===== src/rtl/ilv_pkg.sv =====
package ilv_pkg;

  typedef enum logic [1:0] {
    ILV_OFF  = 2'b00,
    ILV_FAST = 2'b01,
    ILV_SLOW = 2'b10,
    ILV_RSVD = 2'b11
  } ilv_mode_e;

  // stagger between secondary and primary start for the selected pacing
  function automatic int unsigned stagger_of(input logic slow,
                                             input int unsigned fast_gap,
                                             input int unsigned slow_gap);
    return slow ? slow_gap : fast_gap;
  endfunction

  // a sample window must close before the partner converter starts
  function automatic logic smp_fits(input int unsigned smp,
                                    input int unsigned gap);
    return smp < gap;
  endfunction

  // a full interleave cycle spans two staggers
  function automatic int unsigned period_of(input int unsigned gap);
    return 2 * gap;
  endfunction

endpackage


===== src/rtl/ilv_sched.sv =====
module ilv_sched
  import ilv_pkg::*;
#(
  parameter int unsigned STAG_FAST = 7,
  parameter int unsigned STAG_SLOW = 14,
  parameter int unsigned SMP_W     = 5
) (
  input  logic             clk,
  input  logic             rst_n,
  input  logic             trig_i,
  input  logic [1:0]       mode_i,
  input  logic             cont_i,
  input  logic [SMP_W-1:0] smp_i,
  output logic             start_s_o,
  output logic             start_m_o,
  output logic             err_o
);

  localparam int unsigned CNT_W = $clog2(period_of(STAG_SLOW));

  logic             busy_q;
  logic             slow_q;
  logic [CNT_W-1:0] cnt_q;
  logic             err_q;

  // named internal events
  logic             mode_on;
  logic             slow_in;
  logic             fits;
  logic             accept;
  logic             reject;
  logic [CNT_W-1:0] gap_run;
  logic [CNT_W-1:0] last_run;
  logic             at_wrap;
  logic             keep_going;

  assign mode_on = (mode_i == ILV_FAST) || (mode_i == ILV_SLOW);
  assign slow_in = (mode_i == ILV_SLOW);
  assign fits    = smp_fits(32'(smp_i), stagger_of(slow_in, STAG_FAST, STAG_SLOW));
  assign accept  = trig_i && !busy_q && mode_on && fits;
  assign reject  = trig_i && !busy_q && mode_on && !fits;

  assign gap_run  = CNT_W'(stagger_of(slow_q, STAG_FAST, STAG_SLOW));
  assign last_run = CNT_W'(period_of(stagger_of(slow_q, STAG_FAST, STAG_SLOW)) - 1);
  assign at_wrap  = busy_q && (cnt_q == last_run);
  assign keep_going = (mode_i == (slow_q ? ILV_SLOW : ILV_FAST)) && (slow_q || cont_i);

  always_ff @(posedge clk or negedge rst_n) begin
    if (!rst_n) begin
      busy_q <= 1'b0;
      slow_q <= 1'b0;
      cnt_q  <= '0;
    end else if (accept) begin
      busy_q <= 1'b1;
      slow_q <= slow_in;
      cnt_q  <= CNT_W'(1);
    end else if (at_wrap) begin
      busy_q <= keep_going;
      cnt_q  <= '0;
    end else if (busy_q) begin
      cnt_q  <= cnt_q + CNT_W'(1);
    end
  end

  always_ff @(posedge clk or negedge rst_n) begin
    if (!rst_n)      err_q <= 1'b0;
    else if (accept) err_q <= 1'b0;
    else if (reject) err_q <= 1'b1;
  end

  assign start_s_o = accept || (busy_q && (cnt_q == '0));
  assign start_m_o = busy_q && (cnt_q == gap_run);
  assign err_o     = err_q;

  p_exclusive_r3: assert property (@(posedge clk) disable iff (!rst_n)
    start_s_o |-> !start_m_o);

  p_reject_err_r7: assert property (@(posedge clk) disable iff (!rst_n)
    reject |=> (err_o && !start_s_o && !start_m_o));

  p_idle_quiet_r8: assert property (@(posedge clk) disable iff (!rst_n)
    (!busy_q && !trig_i) |-> (!start_s_o && !start_m_o));

  p_cnt_bound_r6: assert property (@(posedge clk) disable iff (!rst_n)
    busy_q |-> (cnt_q <= last_run));

  p_restart_gate_r9: assert property (@(posedge clk) disable iff (!rst_n)
    (at_wrap && !keep_going) |=> !start_s_o || $past(trig_i));

endmodule


===== src/rtl/ilv_collect.sv =====
module ilv_collect #(
  parameter int unsigned RES_W = 16
) (
  input  logic               clk,
  input  logic               rst_n,
  input  logic               done_m_i,
  input  logic               done_s_i,
  input  logic [RES_W-1:0]   res_m_i,
  input  logic [RES_W-1:0]   res_s_i,
  output logic               eoc_m_o,
  output logic               eoc_s_o,
  output logic [2*RES_W-1:0] result_o
);

  logic [RES_W-1:0] hi_q;
  logic [RES_W-1:0] lo_q;

  always_ff @(posedge clk or negedge rst_n) begin
    if (!rst_n) begin
      eoc_m_o <= 1'b0;
      eoc_s_o <= 1'b0;
      hi_q    <= '0;
      lo_q    <= '0;
    end else begin
      eoc_m_o <= done_m_i;
      eoc_s_o <= done_s_i;
      if (done_s_i) hi_q <= res_s_i;
      if (done_m_i) lo_q <= res_m_i;
    end
  end

  assign result_o = {hi_q, lo_q};

  p_eoc_m_r10: assert property (@(posedge clk) disable iff (!rst_n)
    done_m_i |=> eoc_m_o);

  p_eoc_s_r10: assert property (@(posedge clk) disable iff (!rst_n)
    done_s_i |=> eoc_s_o);

  p_res_hold_r11: assert property (@(posedge clk) disable iff (!rst_n)
    (!done_m_i && !done_s_i) |=> $stable(result_o));

endmodule


===== src/rtl/ilv_trig_top.sv =====
module ilv_trig_top #(
  parameter int unsigned STAG_FAST = 7,
  parameter int unsigned STAG_SLOW = 14,
  parameter int unsigned SMP_W     = 5,
  parameter int unsigned RES_W     = 16
) (
  input  logic               clk,
  input  logic               rst_n,
  input  logic               trig_i,
  input  logic [1:0]         mode_i,
  input  logic               cont_i,
  input  logic [SMP_W-1:0]   smp_i,
  input  logic               done_m_i,
  input  logic               done_s_i,
  input  logic [RES_W-1:0]   res_m_i,
  input  logic [RES_W-1:0]   res_s_i,
  output logic               start_m_o,
  output logic               start_s_o,
  output logic               eoc_m_o,
  output logic               eoc_s_o,
  output logic [2*RES_W-1:0] result_o,
  output logic               err_o
);

  ilv_sched #(
    .STAG_FAST (STAG_FAST),
    .STAG_SLOW (STAG_SLOW),
    .SMP_W     (SMP_W)
  ) u_sched (
    .clk       (clk),
    .rst_n     (rst_n),
    .trig_i    (trig_i),
    .mode_i    (mode_i),
    .cont_i    (cont_i),
    .smp_i     (smp_i),
    .start_s_o (start_s_o),
    .start_m_o (start_m_o),
    .err_o     (err_o)
  );

  ilv_collect #(
    .RES_W (RES_W)
  ) u_collect (
    .clk      (clk),
    .rst_n    (rst_n),
    .done_m_i (done_m_i),
    .done_s_i (done_s_i),
    .res_m_i  (res_m_i),
    .res_s_i  (res_s_i),
    .eoc_m_o  (eoc_m_o),
    .eoc_s_o  (eoc_s_o),
    .result_o (result_o)
  );

endmodule


===== config.mk =====
export PLATFORM = sky130hd
export DESIGN_NAME = ilv_trig_top
export DESIGN_NICKNAME = d
export VERILOG_FILES = /design/src/rtl/ilv_pkg.sv /design/src/rtl/ilv_sched.sv /design/src/rtl/ilv_collect.sv /design/src/rtl/ilv_trig_top.sv
export SDC_FILE = /design/constraint.sdc
export NUM_CORES = 1
export LEC_CHECK = 0
export CAP_MARGIN = 20
export CORE_MARGIN = 2
export CORE_UTILIZATION = 60
export CTS_CLUSTER_DIAMETER = 60
export CTS_CLUSTER_SIZE = 12
export DETAILED_ROUTE_END_ITERATION = 10
export DONT_BUFFER_PORTS = 1
export HOLD_SLACK_MARGIN = 0.06
export PLACE_DENSITY = 0.87
export SYNTH_ARGS = -nofsm -noshare
export SYNTH_HDL_FRONTEND = slang
export SYNTH_SLANG_ARGS = --single-unit

===== constraint.sdc =====
create_clock -name clk -period 1.9 [get_ports clk]
set_clock_uncertainty 0.2 [all_clocks]
set_input_delay 0.095 -clock clk [delete_from_list [all_inputs] [get_ports clk]]
set_output_delay 0.095 -clock clk [all_outputs]
set_load 0.005 [all_outputs]

# Word-level counts from Yosys, hierarchy flattened
# Index checks and enable logic that the tools add are counted.
# word_totals
ff_bits	42
inputBits	45
output_inout_bits	37
wordCells	43
# op_classes
n_addsub	2
n_lt_le_gt_ge	1
eq_ne	5
muxes	10
n_reduce_logical	17
# ops
cell	count
less-than comparator 5 x 32 -> 1 bit	1
2-to-1 mux 5 bit	3
equality test 5 bit	2
logical AND 1 bit	8
2-to-1 mux 4 bit	2
adder 5 x 1 -> 5 bit (second input constant)	1
logical NOT 5 bit	1
subtractor 5 x 1 -> 5 bit (second input constant)	1
2-to-1 mux 1 bit	4
nonzero test 2 bit	2
logical OR 1 bit	3
nonzero test 3 bit	1
equality test 2 x 1 -> 1 bit (second input constant)	1
equality test 2 bit	1
equality test 2 bit (second input constant)	1
logical NOT 1 bit	2
2-to-1 mux 2 bit	1

# Depth between registers and ports, before layout
# Gate-level depths: netlist of run 1.
# depth
word_depth	7
mapped_depth	8
ltp_nobuf	8

# Modules after synthesis
# Synthesis of run 1 repeated with hierarchy kept, for this count alone.
# unflattened
cells_unflattened	132
hier_area_um2	1951.9
# modules_own_cells
mod	n_inst	cells_per_inst	area_per_inst_um2	seq_area_each_um2
ilv_collect	1	70	1348.8	850.8
ilv_sched	1	62	603.1	200.2

# Least setup slack after synthesis of run 1
# No wires, ideal clock.
# synth_path
path_type	register to register
startpoint	register u_sched.cnt_q[1]
endpoint	register u_sched.cnt_q[4]
setup_ns	0.121
arrival_time_ns	1.287
t_required_ns	1.579
slack_ns	0.292
stages_incl_launch_ff	5
path_buffers	0
synth_period_minus_slack_ns	1.608
cell_sequence	dfrtp_1 > nor4b_2 > o211ai_2 > a31o_1 > a22o_1
# synth_between
elab_chain_cells	4
elab_cells_between_ends	7
classes_between	add/sub (1); eq/ne (1); mux (3); reduce/logical (2)
# synth_lines
item	line	text
start, declared	ilv_sched.sv:23	logic [CNT_W-1:0] cnt_q;
start signal, assigned	ilv_sched.sv:61	cnt_q <= cnt_q + CNT_W'(1);
adder 5 x 1 -> 5 bit or equality test 5 bit (tied branches)	ilv_sched.sv:61, ilv_sched.sv:45	
2-to-1 mux 5 bit or logical AND 1 bit (tied branches)	ilv_sched.sv:60, ilv_sched.sv:45	
2-to-1 mux 5 bit	ilv_sched.sv:57	end else if (at_wrap) begin
2-to-1 mux 5 bit	ilv_sched.sv:53	end else if (accept) begin
# Parallel ways exist; a longest one is shown, timed or not. The select of a mux whose other input is x is not followed.
# A chain may end at the register's enable or synchronous reset.

# Worst setup path after layout of run 1
# layout_path
startpoint	register u_sched.slow_q
endpoint	register u_sched.busy_q
# layout_between
elab_chain_cells	5
elab_cells_between_ends	11
classes_between	add/sub (1); eq/ne (2); mux (4); reduce/logical (4)
# layout_lines
item	line	text
start, declared	ilv_sched.sv:22	logic slow_q;
start signal, assigned	ilv_sched.sv:55	slow_q <= slow_in;
2-to-1 mux 4 bit or 2-to-1 mux 2 bit (tied branches)	ilv_pkg.sv:14, ilv_sched.sv:46	
subtractor 5 x 1 -> 5 bit or equality test 2 bit (tied branches)	ilv_sched.sv:44, ilv_sched.sv:46	
equality test 5 bit or logical AND 1 bit (tied branches)	ilv_sched.sv:45, ilv_sched.sv:46	
logical AND 1 bit or 2-to-1 mux 1 bit (tied branches)	ilv_sched.sv:45, ilv_sched.sv:57	
nonzero test 2 bit (no source line) or 2-to-1 mux 1 bit (tied branches)	-	
end signal, assigned	ilv_sched.sv:58	busy_q <= keep_going;
end, declared	ilv_sched.sv:21	logic busy_q;
# Parallel ways exist; a longest one is shown, timed or not. The select of a mux whose other input is x is not followed.

==> impl_metrics.yaml, run 1 <==
yosys:
  syn_inst: 128
  synth_edf_count: 0
  yosys-top-cells-count: "dfrtp_1 (42), mux2_2 (32), nand2_1 (6)"
  synth_area_leaders: "dfrtp_1 (59%), mux2_2 (20%), ha_1 (2.8%), nand3_1 (1.4%), nand2_1 (1.3%)"
  synth_seq_cells: 42
  synthArstFlopShare: 1.00
  synth_nets: 177
  netlist_area_um2: 1780
  ys_types: 31
  synth_seq_area_share: 0.592
  yosysTopAreaCellShare: 0.592
  syn_area_per_cell_um2: 13.9
  synth_ff_type: "dfrtp_1"
  synth_most_common_cell: "dfrtp_1"
  synthesis.yosys.warnings: 0
  synth_area_leader_cell: "dfrtp_1"
sta:
  setup-tns-final_ns: 0
  whs_ns: -0.0217
  fmax_mhz: 545
  finalCritPeriodShare: 0.965
  drv_slew: 0
  worstMarginPinSlew_ns: 0.763
  slew_headroom: 0.490
  fin_crit_ns: 1.83
  setup_viol: 0
  hold_viol: 2
clock_tree:
  clock_latency_ns: 0.34
  cts_sinks: 42
  cts_buffer_depth: 2
  h-tree-depth: 2
  clk_pin_slew_ns: 0.11
  ctsHoldBuffers: 46
  ctsRootBufferMaster: "clkbuf_4"
  numCtsBuffers: 5
  cts_tree: "yes"
floorplanning:
  core_area_um2: 2780
  initial_core_util: 0.639
  die_x_um: 58.4
  die_h_um: 58.4
  num_rows: 19
  die_area_um2: 3410
  pin_count: 82
worst_setup_path:
  rrSetupSlack_ns: 0.07
  crit_start: "u_sched.slow_q$_DFFE_PN0P_"
  reg2reg_depth: 5
  crit_path_max_fanout: 6
  start_kind: "flop"
  regToRegEndpoint: "u_sched.busy_q$_DFFE_PN0P_"
  crit_type: "reg -> reg"
  cp.required_ns: 1.98
  end_kind: "flop"
  critPathArrivalTime_ns: 1.91
  r2r_start: "u_sched.slow_q$_DFFE_PN0P_"
grt:
  track_usage: 0.288
  overflow: 0
  use_met3: 0.110
  busiest_layer: "met2"
  use_met2: 0.499
  grt_start_max_net_pins: 43
  antenna_found_initial: 0
  grt_pass1_vias: 1489
  use_met1: 0.288
  grt_pass1_wl_mm: 6.95
drt:
  via_per_inst: 6.16
  wl_per_cell_um: 21.1
  via_count: 1312
  wirelength_mm: 4.50
  firstDrtPassIters: 4
  drc: 0
  drt_first_iter_violations: 20
  detail-route-antenna-nets: 0
placement:
  dpl.hpwl_mm: 2.42
  routabilityCongestion: 0.791
  placed_area_um2: 1790
  portBuffers: 0
cells_and_area:
  drive_gt1_frac: 0.313
  antennaDiodeCount: 0
  final_util: 0.859
  area_growth_pct: 34.4
  nets: 231
  finish.instance_area_um2: 2390
outcome:
  violations: "hold timing"
  outcome: "finished with violations"
pwr:
  p_per_area_nw_per_um2: 970
  p_leak_nw: 1.03
  ir_worst_vdd_mv: 0.902
hold_path:
  hold_depth: 4
  hp-class: "in -> reg"
  holdPathEnd: "u_sched.busy_q$_DFFE_PN0P_"
  hold_start: "mode_i[1]"
run:
  maxCapViolCount: 0
[worst max-delay path by stage]
stage                                               to  slack [ns]  cells past startpoint
after floorplan           u_sched.cnt_q[4]$_DFFE_PN0P_        0.29                      4
after global placement    u_sched.cnt_q[4]$_DFFE_PN0P_        0.26                      4
after detailed placement  u_sched.cnt_q[4]$_DFFE_PN0P_        0.14                      6
after CTS                   u_sched.busy_q$_DFFE_PN0P_        0.02                      5
after global routing      u_sched.cnt_q[4]$_DFFE_PN0P_       -0.02                      5
final                       u_sched.busy_q$_DFFE_PN0P_        0.07                      5
[where the power goes]
part / total [mW] / switching [mW] / internal, mW
Clock: 0.400 / 0.262 / 0.138
Combinational: 0.688 / 0.313 / 0.375
Sequential: 1.23 / 0.186 / 1.04
Total: 2.32 / 0.761 / 1.56
[per-layer routing]
| metal | vias to the layer above | wire length (um) |
|---|---|---|
| met4 | 0 | 172 |
| met5 | - | 0 |
| met1 | 632 | 1450 |
| met2 | 94 | 2430 |
| met3 | 18 | 447 |
| li1 | 568 | - |
[per-stage QoR]
stage               power, mW  setup slack [ns]  instances  hold slack, ns
detailed placement       1.67             0.139        154          -0.400
global placement         1.63             0.260        154          -0.400
global route             2.45           -0.0198        213        -0.00819
CTS                      2.19            0.0200        207          0.0743
finish                   2.32            0.0658        213         -0.0217
floorplan                1.58             0.292        128          -0.401
[repair_timing]
action / CTS / global route
endpoints found under the setup margin: 1 / 3
endpoints found under the hold margin: 82 / 3
buffers inserted: 0 / 6
pin swaps: 0 / 3
gates resized for setup: 1 / 7
[cell usage in the layout, fill, tap and decap left out, types with 2 or more instances in the layout]
cell,n
buf_4,7
dfrtp_1,40
dlygate4sd3_1,45
nand2_1,6
clkbuf_4,5
nor3_1,2
a31oi_1,2
nand3_1,4
inv_1,5
nand4b_1,2
ha_1,4
dfrtp_2,2
mux2_2,32
o21ai_0,2
nor2_1,2
[critical path, stage by stage, from the launching register on]
cell,delay (ns)
dfrtp_2,0.47
nor4bb_4,0.28
a31o_2,0.13
dlygate4sd3_1,0.56
o21ai_1,0.07
nand2_1,0.07
[flip-flops by register name, summed over array words and instances (netlist names)]
signal             cells
u_sched.cnt_q          5
u_collect.eoc_s_o      1
u_sched.err_o          1
u_sched.busy_q         1
u_collect.hi_q        16
u_sched.slow_q         1
u_collect.lo_q        16
u_collect.eoc_m_o      1
[cell type report]
type | instances | area (um^2)
Clock inverter | 1 | 7.51
Tap cell | 31 | 38.8
Fill cell | 116 | 393
Inverter | 5 | 18.8
Multi-Input combinational cell | 75 | 706
Clock buffer | 6 | 41.3
Timing Repair Buffer | 53 | 523
Sequential cell | 42 | 1050
[cell families (layout without fill, tap and decap cells)]
kind of cell | after synthesis | in the layout | share of synthesized area
muxes | 33 | 33 | 0.208
xor gates and xnor gates | 1 | 1 | 0.00493
buffers and inverters | 11 | 65 | 0.0296
AOI/OAI and AO/OA | 13 | 13 | 0.0542
and+or+nand+nor | 24 | 24 | 0.0831
adders and majority gates | 4 | 4 | 0.0282
DFF | 42 | 42 | 0.592
Power figures use the tool's default switching activity.
==> inputs of run 2 (changes only) <==
--- a/config.mk
+++ b/config.mk
@@ -12,8 +12,8 @@
 export CTS_CLUSTER_SIZE = 12
 export DETAILED_ROUTE_END_ITERATION = 10
 export DONT_BUFFER_PORTS = 1
-export HOLD_SLACK_MARGIN = 0.06
-export PLACE_DENSITY = 0.87
+export HOLD_SLACK_MARGIN = 0.08
+export PLACE_DENSITY = 0.78
 export SYNTH_ARGS = -nofsm -noshare
 export SYNTH_HDL_FRONTEND = slang
 export SYNTH_SLANG_ARGS = --single-unit
==> impl_metrics.yaml, run 2 (synthesis results as in run 1) <==
cells_and_area:
  antennaDiodeCount: 0
  final_cells: 208
  reg_top3: "u_collect.hi_q (16), u_collect.lo_q (16), u_sched.cnt_q (5)"
  area_growth_pct: 34.9
  nets: 225
  final_common_cell: "dlygate4sd3_1"
  drive_gt1_frac: 0.311
  final_cell_mix: "dlygate4sd3_1 (43), dfrtp_1 (40), mux2_2 (32), nand2_1 (6)"
floorplanning:
  die_x_um: 58.4
  initial_core_util: 0.639
  core_area_um2: 2780
  pin_count: 82
  num_rows: 19
  die_area_um2: 3410
  die_h_um: 58.4
clock_tree:
  cts_tree: "yes"
  clk_pin_slew_ns: 0.13
  clock_latency_ns: 0.35
  ctsRootBufferMaster: "clkbuf_4"
  ctsHoldBuffers: 44
  h-tree-depth: 2
  numCtsBuffers: 5
  cts_sinks: 42
  cts_buffer_depth: 2
pwr:
  pwr-share-clk: 0.276
  p_per_area_nw_per_um2: 1070
  switching_share: 0.298
  p_leak_nw: 1.03
  p_sw_mw: 0.765
  combPwrFrac: 0.240
  ir_worst_vdd_mv: 1.32
  p_int_mw: 1.80
  power_frac_seq: 0.483
sta:
  fmax_mhz: 543
  slew_headroom: 0.531
  setup-tns-final_ns: 0
  finalCritPeriodShare: 0.969
  hold_viol: 3
  whs_ns: -0.0507
  drv_slew: 0
  worstMarginPinSlew_ns: 0.701
  fin_crit_ns: 1.84
  setup_viol: 0
grt:
  track_usage: 0.244
  grt_pass1_vias: 1254
  antenna_found_initial: 0
  grt_start_max_net_pins: 43
  overflow: 0
  grt_pass1_wl_mm: 6.00
outcome:
  violations: "hold timing"
  outcome: "finished with violations"
drt:
  wirelength_mm: 4.09
  drt_first_iter_violations: 32
  wl_per_cell_um: 19.7
  via_count: 1258
  via_per_inst: 6.05
  drc: 0
  detail-route-antenna-nets: 0
  firstDrtPassIters: 4
hold_path:
  hp-class: "in -> reg"
  hold_start: "mode_i[1]"
run:
  maxCapViolCount: 0
worst_setup_path:
  critPathArrivalTime_ns: 1.94
  rrSetupSlack_ns: 0.06
  crit_chain: "nor4bb_2, a31o_2, dlygate4sd3_1, o21ai_1, nand2_1"
  crit_path_max_fanout: 6
  crit_start: "u_sched.slow_q$_DFFE_PN0P_"
  r2r_start: "u_sched.slow_q$_DFFE_PN0P_"
  max_stage_delay_ns: 0.54
  start_kind: "flop"
  crit_type: "reg -> reg"
  end_kind: "flop"
  cp.required_ns: 1.99
  slowest_stage: "dlygate4sd3_1"
placement:
  placed_cells: 154
  dpl.hpwl_mm: 2.27
  routabilityCongestion: 0.716
  portBuffers: 0
run 2: changes by cell type in the layout (fill, tap and decap cells not counted), sizes merged:
cell / previous run / this run
clkinvlp: 1 / 0
clkbuf: 6 / 5
bufinv: 0 / 2
clkinv: 0 / 1
buf: 8 / 4
dlygate4sd3: 45 / 43
run 2: metal layers:
| metal | vias to the layer above | global-route usage | part of all wire |
|---|---|---|---|
| met4 | 0 | 0.0897 | 0.020 |
| met5 | - | 0 | 0 |
| li1 | 556 | - | - |
| met2 | 67 | 0.438 | 0.54 |
| met3 | 8 | 0.0791 | 0.080 |
| met1 | 627 | 0.267 | 0.36 |
run 2: worst paths after layout:
path,endpoint,depth (start not counted)
worst max-delay path,u_sched.busy_q$_DFFE_PN0P_,5
worst min-delay path,u_sched.err_o$_DFFE_PN0P_,3
worst max register to register,u_sched.busy_q$_DFFE_PN0P_,5
worst min register to register,u_collect.lo_q[14]$_DFFE_PN0P_,1
max in group asynchronous,u_sched.slow_q$_DFFE_PN0P_,3
min in group asynchronous,u_collect.lo_q[1]$_DFFE_PN0P_,3
run 2: worst max-delay path: cells and delay by family (launching register included):
| kind | cells | cell delay (ns) |
|---|---|---|
| AND/OR/NAND/NOR | 2 | 0.37 |
| buffers and inverters | 1 | 0.54 |
| AO/OA/AOI/OAI | 2 | 0.21 |
| flip-flops | 1 | 0.47 |
run 2: through the flow:
stage | area, um^2 | utilization | setup WS, ns | hold slack (ns) | power [mW]
after floorplan | 1780 | - | 0.292 | -0.401 | 1.58
after global placement | 1790 | 0.643 | 0.246 | -0.400 | 1.63
after detailed placement | 1790 | 0.643 | 0.165 | -0.400 | 1.66
after CTS | 2350 | 0.843 | 0.0101 | -0.117 | 2.47
after global routing | 2400 | 0.861 | -0.0166 | -0.0489 | 2.70
final | 2400 | 0.861 | 0.0588 | -0.0507 | 2.56
run 2: power groups by stage:
stage	Sequential [mW]	Combinational, mW	Clock (mW)
final	1.24	0.617	0.708
after detailed placement	1.23	0.434	0
after global placement	1.22	0.411	0
after CTS	1.21	0.538	0.715
after floorplan	1.18	0.404	0
after global routing	1.26	0.683	0.756
run 2: what timing repair did:
item,4_1_cts,5_1_grt
endpoints found under the hold margin,82,4
setup endpoints to repair,0,2
resized for setup,0,8
buffers inserted,0,2
run 2: final cells by class:
type | count | area (um^2)
multi-input combinational | 75 | 706
fill | 122 | 385
inverter | 5 | 18.8
timing repair buffer | 47 | 473
clock buffer | 5 | 37.5
sequential | 42 | 1050
tap | 31 | 38.8
clock inverter | 3 | 68.8
==> inputs of run 3 (changes only) <==
--- a/config.mk
+++ b/config.mk
@@ -14,6 +14,8 @@
 export DONT_BUFFER_PORTS = 1
 export HOLD_SLACK_MARGIN = 0.08
 export PLACE_DENSITY = 0.78
+export RECOVER_POWER = 50
+export SLEW_MARGIN = 10
 export SYNTH_ARGS = -nofsm -noshare
 export SYNTH_HDL_FRONTEND = slang
 export SYNTH_SLANG_ARGS = --single-unit
==> impl_metrics.yaml, run 3 (synthesis results as in run 1) <==
grt:
  overflow: 0
  grt_pass1_wl_mm: 6.00
  antenna_found_initial: 0
  grt_start_max_net_pins: 43
  grt_pass1_vias: 1254
  track_usage: 0.244
cells_and_area:
  drive_gt1_frac: 0.311
  finish.instance_area_um2: 2380
  antennaDiodeCount: 0
  final_cell_mix: "dlygate4sd3_1 (43), dfrtp_1 (40), mux2_2 (32), nand2_1 (6), clkbuf_4 (6)"
  nets: 225
  reg_top3: "u_collect.hi_q (16), u_collect.lo_q (16), u_sched.cnt_q (5)"
  final_common_cell: "dlygate4sd3_1"
  final_util: 0.857
  area_growth_pct: 34.2
  final_cells: 208
  fillers: 123
worst_setup_path:
  r2r_start: "u_sched.slow_q$_DFFE_PN0P_"
  rrSetupSlack_ns: 0.06
  regToRegEndpoint: "u_sched.busy_q$_DFFE_PN0P_"
  worst-path-buf-inv: 1
  start_kind: "flop"
  critPathArrivalTime_ns: 1.93
  crit_type: "reg -> reg"
  slowest_stage: "dlygate4sd3_1"
  crit_path_max_fanout: 6
  max_stage_delay_ns: 0.54
  end_kind: "flop"
  crit_chain: "nor4bb_2, a31o_2, dlygate4sd3_1, o21ai_1, nand2_1"
  critPathTopFamily: "buffers and inverters"
  cp.required_ns: 1.99
  reg2reg_depth: 5
drt:
  wirelength_mm: 4.09
  detail-route-antenna-nets: 0
  top_layer: "met4"
  m1WireLength_mm: 1.49
  wl_met2_mm: 2.22
  drt_first_iter_violations: 34
  wl_per_cell_um: 19.7
  via_count: 1250
  via_per_inst: 6.01
  wl_met3_um: 298
  drc: 0
  firstDrtPassIters: 4
placement:
  placed_area_um2: 1790
  portBuffers: 0
  routabilityCongestion: 0.716
  dpl.hpwl_mm: 2.27
  placed_cells: 154
clock_tree:
  clk_pin_slew_ns: 0.12
  cts_tree: "yes"
  cts_sinks: 42
  ctsHoldBuffers: 44
  clock_latency_ns: 0.35
  cts_buffer_depth: 2
  numCtsBuffers: 5
  ctsRootBufferMaster: "clkbuf_4"
  h-tree-depth: 2
floorplanning:
  num_rows: 19
  die_h_um: 58.4
  initial_core_util: 0.639
  die_x_um: 58.4
  pin_count: 82
  core_area_um2: 2780
  die_area_um2: 3410
sta:
  fin_crit_ns: 1.84
  setup-tns-final_ns: 0
  whs_ns: -0.0577
  finalCritPeriodShare: 0.968
  fmax_mhz: 544
  worstMarginPinSlew_ns: 0.706
  hold_viol: 3
  setup_viol: 0
  drv_slew: 0
  slew_headroom: 0.528
pwr:
  p_per_area_nw_per_um2: 1070
  p_leak_nw: 1.02
  ir_worst_vdd_mv: 1.31
  finalPower_mw: 2.56
hold_path:
  hp-class: "in -> reg"
  hold_depth: 3
  holdPathEnd: "u_sched.err_o$_DFFE_PN0P_"
  hold_start: "mode_i[1]"
outcome:
  violations: "hold timing"
  outcome: "finished with violations"
run:
  maxCapViolCount: 0
==> run 3: changes by cell type in the layout (fill, tap and decap cells not counted) <==
cell | previous run | this run
clkbuf_4 | 5 | 6
buf_12 | 1 | 0
==> run 3: how the worst max path moves through the flow <==
stage / start / depth (start not counted) / end / slack, ns
floorplan: u_sched.cnt_q[1]$_DFFE_PN0P_ / 4 / u_sched.cnt_q[4]$_DFFE_PN0P_ / 0.29
global route: u_sched.slow_q$_DFFE_PN0P_ / 5 / u_sched.busy_q$_DFFE_PN0P_ / -0.02
CTS: u_sched.cnt_q[0]$_DFFE_PN0P_ / 4 / start_s_o / 0.01
finish: u_sched.slow_q$_DFFE_PN0P_ / 5 / u_sched.busy_q$_DFFE_PN0P_ / 0.06
detailed placement: u_sched.cnt_q[1]$_DFFE_PN0P_ / 4 / u_sched.cnt_q[4]$_DFFE_PN0P_ / 0.16
global placement: u_sched.cnt_q[1]$_DFFE_PN0P_ / 4 / u_sched.cnt_q[4]$_DFFE_PN0P_ / 0.25
==> run 3: per-stage QoR <==
stage,worst slack (ns),hold WS (ns)
floorplan,0.292,-0.401
global placement,0.246,-0.400
detailed placement,0.165,-0.400
CTS,0.0101,-0.117
global route,-0.0166,-0.0489
finish,0.0607,-0.0577
==> run 3: worst min-delay path, cell delays in order <==
cell and delay (ns):
ha_1 0.12, nor3b_2 0.07, o21a_1 0.18
==> run 3: per-layer routing <==
layer / track usage / vias up
met5: 0 / -
met4: 0.0897 / 0
met3: 0.0791 / 8
met2: 0.438 / 61
met1: 0.267 / 625
li1: - / 556
==> run 3: final cells by class <==
class,count,area [um^2],share of cell area
multi-input cells,75,706,0.296
well taps,31,38.8,0.0163
repair buffers,47,460,0.193
flip-flops and latches,42,1050,0.442
clock buffers,5,37.5,0.0157
clock inverters,3,68.8,0.0289
inverters,5,18.8,0.00787
==> run 3: timing repair <==
action / in CTS / in global routing
setup endpoints to repair: 0 / 2
hold endpoints to repair: 82 / 4
buffers inserted: 0 / 2
resized for setup: 0 / 8
==> run 3: where the power goes <==
group | internal (mW) | switching (mW)
sequential | 1.04 | 0.197
combinational | 0.341 | 0.271
clock | 0.412 | 0.296
